--- src/rtl/creq_pkg.sv ---
package creq_pkg;

  localparam int unsigned DW_BITS  = 32;
  localparam int unsigned LEN_BITS = 11;
  localparam int unsigned BE_BITS  = 4;

  typedef enum logic [1:0] {
    BT_ADDR = 2'd0,
    BT_ID   = 2'd1,
    BT_DATA = 2'd2
  } beat_e;

  typedef struct packed {
    logic [63:0]         addr;
    logic [LEN_BITS-1:0] dw_len;
    logic [3:0]          req_type;
    logic [15:0]         req_id;
    logic [7:0]          tag;
    logic [2:0]          tc;
    logic [2:0]          attr;
    logic [BE_BITS-1:0]  first_be;
    logic [BE_BITS-1:0]  last_be;
  } hdr_rec_t;

endpackage

--- src/rtl/creq_beat_tracker.sv ---
module creq_beat_tracker
  import creq_pkg::*;
(
  input  logic  clk,
  input  logic  rst_n,
  input  logic  beat_fire,
  input  logic  beat_last,
  output beat_e beat_q
);

  beat_e beat_n;

  always_comb begin
    beat_n = beat_q;
    if (beat_fire) begin
      if (beat_last) begin
        beat_n = BT_ADDR;
      end else begin
        case (beat_q)
          BT_ADDR: beat_n = BT_ID;
          BT_ID:   beat_n = BT_DATA;
          default: beat_n = BT_DATA;
        endcase
      end
    end
  end

  always_ff @(posedge clk or negedge rst_n) begin
    if (!rst_n) beat_q <= BT_ADDR;
    else        beat_q <= beat_n;
  end

  // a closing beat re-arms the descriptor start
  p_last_rearm_r9: assert property (@(posedge clk) disable iff (!rst_n)
    (beat_fire && beat_last) |=> (beat_q == BT_ADDR));

  // payload state is only reached through the identity beat
  p_data_after_id_r7: assert property (@(posedge clk) disable iff (!rst_n)
    (beat_q == BT_ADDR) |=> (beat_q != BT_DATA));

endmodule

--- src/rtl/creq_hdr_stage.sv ---
module creq_hdr_stage
  import creq_pkg::*;
#(
  parameter int unsigned DATA_W = 64,
  parameter int unsigned USER_W = 8
) (
  input  logic              clk,
  input  logic              rst_n,
  input  logic              addr_fire,
  input  logic              id_fire,
  input  logic [DATA_W-1:0] beat_data,
  input  logic [USER_W-1:0] beat_user,
  input  logic              hdr_ready,
  output logic              hdr_valid,
  output hdr_rec_t          hdr_q,
  output logic              slot_free
);

  localparam int unsigned LO = 0;
  localparam int unsigned HI = DW_BITS;

  logic [63:0]        st_addr_q,  st_addr_n;
  logic [BE_BITS-1:0] st_fbe_q,   st_fbe_n;
  logic [BE_BITS-1:0] st_lbe_q,   st_lbe_n;
  hdr_rec_t           hdr_n;
  logic               valid_n;
  logic [DW_BITS-1:0] dw_lo, dw_hi;

  assign dw_lo     = beat_data[LO +: DW_BITS];
  assign dw_hi     = beat_data[HI +: DW_BITS];
  assign slot_free = !hdr_valid || hdr_ready;

  // staging of the first beat
  always_comb begin
    st_addr_n = st_addr_q;
    st_fbe_n  = st_fbe_q;
    st_lbe_n  = st_lbe_q;
    if (addr_fire) begin
      st_addr_n = {dw_hi, dw_lo[DW_BITS-1:2], 2'b00};
      st_fbe_n  = beat_user[BE_BITS-1:0];
      st_lbe_n  = beat_user[2*BE_BITS-1:BE_BITS];
    end
  end

  // record assembly on the second beat
  always_comb begin
    hdr_n   = hdr_q;
    valid_n = hdr_valid;
    if (hdr_ready) valid_n = 1'b0;
    if (id_fire) begin
      hdr_n.addr     = st_addr_q;
      hdr_n.first_be = st_fbe_q;
      hdr_n.last_be  = st_lbe_q;
      hdr_n.dw_len   = dw_lo[LEN_BITS-1:0];
      hdr_n.req_type = dw_lo[14:11];
      hdr_n.req_id   = dw_lo[31:16];
      hdr_n.tag      = dw_hi[7:0];
      hdr_n.tc       = dw_hi[27:25];
      hdr_n.attr     = dw_hi[30:28];
      valid_n        = 1'b1;
    end
  end

  always_ff @(posedge clk or negedge rst_n) begin
    if (!rst_n) begin
      st_addr_q <= '0;
      st_fbe_q  <= '0;
      st_lbe_q  <= '0;
    end else if (addr_fire) begin
      st_addr_q <= st_addr_n;
      st_fbe_q  <= st_fbe_n;
      st_lbe_q  <= st_lbe_n;
    end
  end

  always_ff @(posedge clk or negedge rst_n) begin
    if (!rst_n) begin
      hdr_q <= '0;
    end else if (id_fire) begin
      hdr_q <= hdr_n;
    end
  end

  always_ff @(posedge clk or negedge rst_n) begin
    if (!rst_n) hdr_valid <= 1'b0;
    else        hdr_valid <= valid_n;
  end

  // a pending record is held untouched
  p_hdr_hold_r5: assert property (@(posedge clk) disable iff (!rst_n)
    (hdr_valid && !hdr_ready) |=> (hdr_valid && $stable(hdr_q)));

  // no commit over an unconsumed record
  p_no_overwrite_r6: assert property (@(posedge clk) disable iff (!rst_n)
    (hdr_valid && !hdr_ready) |-> !id_fire);

  // record appears right after the second beat
  p_hdr_after_id_r5: assert property (@(posedge clk) disable iff (!rst_n)
    id_fire |=> hdr_valid);

endmodule

--- src/rtl/creq_pay_stage.sv ---
module creq_pay_stage
  import creq_pkg::*;
#(
  parameter int unsigned DATA_W = 64
) (
  input  logic                 clk,
  input  logic                 rst_n,
  input  logic                 len_load,
  input  logic [LEN_BITS-1:0]  len_in,
  input  logic                 pay_fire,
  input  logic [DATA_W-1:0]    beat_data,
  input  logic                 beat_last,
  input  logic                 pl_tready,
  output logic                 pl_tvalid,
  output logic [DATA_W-1:0]    pl_tdata,
  output logic [DATA_W/DW_BITS-1:0] pl_tkeep,
  output logic                 pl_tlast,
  output logic                 slot_free
);

  localparam int unsigned NDW = DATA_W / DW_BITS;

  logic [LEN_BITS-1:0] rem_q, rem_n;
  logic [NDW-1:0]      keep_now;
  logic [LEN_BITS-1:0] keep_cnt;
  logic                valid_n;

  assign slot_free = !pl_tvalid || pl_tready;

  for (genvar g = 0; g < NDW; g++) begin : g_keep
    assign keep_now[g] = (rem_q > LEN_BITS'(g));
  end

  always_comb begin
    keep_cnt = '0;
    for (int i = 0; i < NDW; i++) begin
      keep_cnt = keep_cnt + LEN_BITS'(keep_now[i]);
    end
  end

  always_comb begin
    rem_n = rem_q;
    if (len_load)      rem_n = len_in;
    else if (pay_fire) rem_n = rem_q - keep_cnt;
  end

  always_comb begin
    valid_n = pl_tvalid;
    if (pl_tready) valid_n = 1'b0;
    if (pay_fire)  valid_n = 1'b1;
  end

  always_ff @(posedge clk or negedge rst_n) begin
    if (!rst_n) rem_q <= '0;
    else if (len_load || pay_fire) rem_q <= rem_n;
  end

  always_ff @(posedge clk or negedge rst_n) begin
    if (!rst_n) begin
      pl_tdata <= '0;
      pl_tkeep <= '0;
      pl_tlast <= 1'b0;
    end else if (pay_fire) begin
      pl_tdata <= beat_data;
      pl_tkeep <= keep_now;
      pl_tlast <= beat_last;
    end
  end

  always_ff @(posedge clk or negedge rst_n) begin
    if (!rst_n) pl_tvalid <= 1'b0;
    else        pl_tvalid <= valid_n;
  end

  // a stalled payload beat stays put
  p_pl_hold_r10: assert property (@(posedge clk) disable iff (!rst_n)
    (pl_tvalid && !pl_tready) |=> (pl_tvalid && $stable(pl_tdata) && $stable(pl_tkeep)));

  // no beat accepted over a stalled one
  p_no_clobber_r10: assert property (@(posedge clk) disable iff (!rst_n)
    (pl_tvalid && !pl_tready) |-> !pay_fire);

  // keep is a contiguous run from lane 0
  p_keep_thermo_r8: assert property (@(posedge clk) disable iff (!rst_n)
    pl_tvalid |-> (pl_tkeep == NDW'((1 << $countones(pl_tkeep)) - 1)));

endmodule

--- src/rtl/creq_desc_parser.sv ---
module creq_desc_parser
  import creq_pkg::*;
#(
  parameter int unsigned DATA_W = 64,
  parameter int unsigned USER_W = 8
) (
  input  logic                      clk,
  input  logic                      rst_n,
  input  logic [DATA_W-1:0]         req_tdata,
  input  logic [USER_W-1:0]         req_tuser,
  input  logic                      req_tlast,
  input  logic                      req_tvalid,
  output logic                      req_tready,
  output logic                      hdr_valid,
  input  logic                      hdr_ready,
  output logic [63:0]               hdr_addr,
  output logic [LEN_BITS-1:0]       hdr_dw_len,
  output logic [3:0]                hdr_req_type,
  output logic [15:0]               hdr_req_id,
  output logic [7:0]                hdr_tag,
  output logic [2:0]                hdr_tc,
  output logic [2:0]                hdr_attr,
  output logic [BE_BITS-1:0]        hdr_first_be,
  output logic [BE_BITS-1:0]        hdr_last_be,
  output logic [DATA_W-1:0]         pl_tdata,
  output logic [DATA_W/DW_BITS-1:0] pl_tkeep,
  output logic                      pl_tlast,
  output logic                      pl_tvalid,
  input  logic                      pl_tready
);

  beat_e    beat_q;
  logic     fire;
  logic     addr_fire, id_fire, pay_fire;
  logic     hdr_free, pay_free;
  hdr_rec_t hdr_q;

  always_comb begin
    case (beat_q)
      BT_ADDR: req_tready = 1'b1;
      BT_ID:   req_tready = hdr_free;
      default: req_tready = pay_free;
    endcase
  end

  assign fire      = req_tvalid && req_tready;
  assign addr_fire = fire && (beat_q == BT_ADDR);
  assign id_fire   = fire && (beat_q == BT_ID);
  assign pay_fire  = fire && (beat_q == BT_DATA);

  creq_beat_tracker i_track (
    .clk       (clk),
    .rst_n     (rst_n),
    .beat_fire (fire),
    .beat_last (req_tlast),
    .beat_q    (beat_q)
  );

  creq_hdr_stage #(
    .DATA_W (DATA_W),
    .USER_W (USER_W)
  ) i_hdr (
    .clk       (clk),
    .rst_n     (rst_n),
    .addr_fire (addr_fire),
    .id_fire   (id_fire),
    .beat_data (req_tdata),
    .beat_user (req_tuser),
    .hdr_ready (hdr_ready),
    .hdr_valid (hdr_valid),
    .hdr_q     (hdr_q),
    .slot_free (hdr_free)
  );

  creq_pay_stage #(
    .DATA_W (DATA_W)
  ) i_pay (
    .clk       (clk),
    .rst_n     (rst_n),
    .len_load  (id_fire),
    .len_in    (req_tdata[LEN_BITS-1:0]),
    .pay_fire  (pay_fire),
    .beat_data (req_tdata),
    .beat_last (req_tlast),
    .pl_tready (pl_tready),
    .pl_tvalid (pl_tvalid),
    .pl_tdata  (pl_tdata),
    .pl_tkeep  (pl_tkeep),
    .pl_tlast  (pl_tlast),
    .slot_free (pay_free)
  );

  assign hdr_addr     = hdr_q.addr;
  assign hdr_dw_len   = hdr_q.dw_len;
  assign hdr_req_type = hdr_q.req_type;
  assign hdr_req_id   = hdr_q.req_id;
  assign hdr_tag      = hdr_q.tag;
  assign hdr_tc       = hdr_q.tc;
  assign hdr_attr     = hdr_q.attr;
  assign hdr_first_be = hdr_q.first_be;
  assign hdr_last_be  = hdr_q.last_be;

  // a consumed record refilled in the same edge stays valid
  p_refill_r12: assert property (@(posedge clk) disable iff (!rst_n)
    (hdr_valid && hdr_ready && id_fire) |=> hdr_valid);

  // payload only moves outside descriptor beats
  p_pay_only_data_r7: assert property (@(posedge clk) disable iff (!rst_n)
    (beat_q != BT_DATA) |=> !$rose(pl_tvalid) || $past(beat_q) == BT_DATA || $past(pl_tvalid));

endmodule

--- config.mk ---
export PLATFORM = sky130hd
export DESIGN_NAME = creq_desc_parser
export DESIGN_NICKNAME = d
export VERILOG_FILES = /design/src/rtl/creq_pkg.sv /design/src/rtl/creq_beat_tracker.sv /design/src/rtl/creq_hdr_stage.sv /design/src/rtl/creq_pay_stage.sv /design/src/rtl/creq_desc_parser.sv
export SDC_FILE = /design/constraint.sdc
export NUM_CORES = 1
export LEC_CHECK = 0
export BUFFER_PORTS_ARGS = -buffer_cell sky130_fd_sc_hd__clkbuf_2
export CORE_MARGIN = 2
export CORE_UTILIZATION = 53
export DETAILED_ROUTE_END_ITERATION = 16
export HOLD_SLACK_MARGIN = 0.02
export PLACE_DENSITY = 0.8
export SLEW_MARGIN = 25
export SYNTH_ARGS = -nofsm -noshare
export SYNTH_HDL_FRONTEND = slang
export SYNTH_SLANG_ARGS = --single-unit
--- constraint.sdc ---
create_clock -name clk -period 4.45 [get_ports clk]
set_input_delay 0.6675 -clock clk [delete_from_list [all_inputs] [get_ports clk]]
set_output_delay 0.6675 -clock clk [all_outputs]
set_load 0.02 [all_outputs]
==> metrics.md <==
| Metric | Value |
|---|---|
| Cts-stage hold buffer count | 0 |
| Fin crit share | 0.7714 |
| Unrepaired setup endpoints after global routing | no |
| Row cnt | 50 |
| Worst-path clk slew | ~0.060 ns |
| Crit Path Max Fanout | 4 |
| Final nets | ~1300 |
| Count leader, synth | nand2_1 |
| Post-cts sizing count | 0 |
| Total power | roughly 10 mW |
| Slew @ Worst Pin | 0.6284 ns |
| DP HPWL | 16040 um |
| Reg2Reg Launch Point | i_pay.rem_q[7]$_DFFE_PN0P_ |
| Worst min-delay path category | in -> async |
| Final Setup Violations | 0 |
| CTS Buf Count | 27 |
| Fmax | 0.2913 GHz |
| Largest net degree at the start of global routing | ~100 |
| Async S/R FF share, synth | 1.000 |
| Area grow syn2layout | 23.99% |
| Via density | between 5 and 6 |
| Commonest cells in the netlist | nand2_1 (544), dfrtp_1 (267), mux2_2 (73) |
| CTS tree | built |
| CP startpoint | i_pay.rem_q[7]$_DFFE_PN0P_ |
| CP max-delay cell | or4_1 |
| Synth Warn # | 0 |
| First-pass GRT wire length | 39270 um |
| Worst rel slew slack | 0.5811 |
| FF/Latch Area | 6681 um^2 |
| Worst-path cell chain | or3_4, or3_4, nor2_1, nand2_1, ha_1, ha_1, inv_1, fa_1, or4_1, nor2_1, mux2i_1, a221o_1 |
| Synthesized flop and latch total | 267 |
| Worst EP required | 4.85 ns |
| Area contributors post-synth | dfrtp_1 (65%), nand2_1 (20%), mux2_2 (8.0%) |
| Root Buffer | clkbuf_16 |
| Vias in the first global route | 7725 |
| DRC | 0 |
| Die area | between 20000 and 25000 um^2 |
| CP Data Arrival Time | 3.83 ns |
| Leak Pwr | 6.932 nW |
| Share of cells above drive strength 1 | 0.3105 |
| Initial antenna violation count | 0 |
| Multi-input logic area | 3388 um^2 |
| CP Launch Type | register |
| DR WL/cell | 15.76 um |
| Post-CTS setup buffers | 0 |
| Die height | approximately 140 um |
| Post-Route WL | 24300 um |
| PortBufs | 262 |
| Fillers | 1461 |
| Placed Instances | 1493 |
| Sequential area share after synthesis | 0.6489 |
| Slowest stage delay, CP | ~0.48 ns |
| Clk buf depth | 3 |
| ANT cells | 0 |
| Starting DRT DRC Count | 385 |
| Grt ovf | 0 |
| Post-synth top area cell | dfrtp_1 |
| Max Cap Violations | 0 |
| Fin crit period | 3.433 ns |
| IO Pins | 265 |
| WS Path Type | reg -> reg |
| FF-to-FF setup slack | between 1 and 1.5 ns |
| Final Hold Violating Endpoints | 0 |
| Unique masters post-synth | 37 |
| R2R depth | 12 |
| Core Box Area | 18890 um^2 |
| Clock latency on the worst-skew pair | 0.52 ns |
| Predominant post-synthesis flop cell | dfrtp_1 |
| Clk sinks | roughly 270 |
| H-tree lvl count | 1 |
| Final antenna-violating net count | 0 |
| Synthesized instance count | 1011 |
| Routed vias | 7823 |
| Avg Cell Area, Syn | 10.18 um^2 |
| Drt pass-1 iters | 4 |
| Filler-free cell count of the finished design | 1542 |
| Gr usage total | 0.2371 |
| Synth top area share | 0.6489 |
| Setup TNS | 0 ns |
| Synthesized cell area | about 10000 um^2 |
| Setup crit end | i_pay.rem_q[6]$_DFFE_PN0P_ |
| Pins Over Slew Limit | 0 |
| IR drop worst, VDD | 0.4794 mV |
| Starting Density | 0.5450 |
| Worst Setup End Kind | register |
| R2R Path End | i_pay.rem_q[6]$_DFFE_PN0P_ |
| Post-synth EDFFs | 0 |
| Max Clock Skew | 0.009100 ns |
| Status | complete, no violations |
| Pwr Density | 814.2 nW/um^2 |
| Routability cong. | 0.7989 |
| Die width | between 100 and 150 um |
power breakdown:
group	switching [mW]	internal [mW]
logic	2.48	1.38
clock network	0.903	1.40
registers	0.646	3.58
through the flow:
stage / area [um^2] / utilization / hold slack [ns] / worst slack (ns)
CTS: 12750 / 0.6746 / 0.1068 / 1.018
finish: 12770 / 0.6757 / 0.09208 / 1.017
global route: 12770 / 0.6757 / 0.1209 / 0.7651
detailed placement: 11840 / 0.6266 / 0.4463 / 1.035
global placement: 11840 / 0.6266 / 0.4386 / 1.092
floorplan: 10300 / - / 0.3719 / 1.276
cells in the final DEF, fill, tap and decap left out, drive strengths merged, types with 2 or more instances in the layout:
cell	instances
nand2	544
clkinv	4
or3	2
o221ai	3
bufinv	3
mux2i	3
a21oi	2
or2	3
inv	7
a221o	5
ha	3
nor2b	4
or4	2
nor4	2
dfrtp	267
conb	2
nor2	8
nand2b	3
and3	2
o311ai	2
buf	13
nand3	5
mux2	73
nor3	7
clkbuf	302
cell families after synthesis:
kind of cell / after synthesis / share of synthesized area
fa+ha+maj: 4 / 0.005590
other cells: 1 / 0.0003642
buf+inv: 59 / 0.02540
flops: 267 / 0.6489
simple gates: 584 / 0.2209
compound gates: 20 / 0.01604
mux: 76 / 0.08276
worst min path at each step:
stage / to / slack, ns / cells after the start / from
global route: i_hdr.hdr_q[81]$_DFFE_PN0P_ / 0.12 / 1 / rst_n
finish: i_hdr.hdr_q[81]$_DFFE_PN0P_ / 0.09 / 1 / rst_n
detailed placement: i_hdr.hdr_q[67]$_DFFE_PN0P_ / 0.45 / 2 / i_hdr.st_addr_q[14]$_DFFE_PN0P_
global placement: i_hdr.hdr_q[79]$_DFFE_PN0P_ / 0.44 / 2 / i_hdr.st_addr_q[26]$_DFFE_PN0P_
CTS: i_hdr.hdr_q[81]$_DFFE_PN0P_ / 0.11 / 1 / rst_n
floorplan: i_hdr.hdr_q[0]$_DFFE_PN0P_ / 0.37 / 0 / rst_n
area by class of cell:
cell class	instances	share of cell area
sequential	267	0.5234
multi-input combinational	686	0.2654
timing repair buffer	274	0.1125
clock buffer	41	0.06253
clock inverter	7	0.008625
tap	260	0.02548
inverter	7	0.002058
worst max-delay path: cells and delay by family, from the launching register on:
kind                     cells  cell delay [ns]
multiplexers                 1             0.09
AO/OA/AOI/OAI                1             0.31
buffers and inverters        1             0.05
adder cells (fa/ha/maj)      3             0.81
AND/OR/NAND/NOR              6             1.66
flip-flops                   1             0.40
registers in the layout, summed over array words and instances, names as in the netlist:
register         count
i_hdr.hdr_q        115
i_pay.pl_tdata      64
i_hdr.st_addr_q     62
i_pay.rem_q         11
i_hdr.st_fbe_q       4
i_hdr.st_lbe_q       4
i_pay.pl_tkeep       2
i_track.beat_q       2
i_hdr.hdr_valid      1
i_pay.pl_tlast       1
i_pay.pl_tvalid      1
routing by layer:
metal | track usage | vias to the layer above | routed length, um
met2 | 0.3885 | 276 | 11560
met5 | 0 | - | 0
met1 | 0.3175 | 3826 | 10270
met3 | 0.06465 | 36 | 2010
li1 | - | 3685 | -
met4 | 0.05831 | 0 | 458
(Power assumes the default switching activity.)
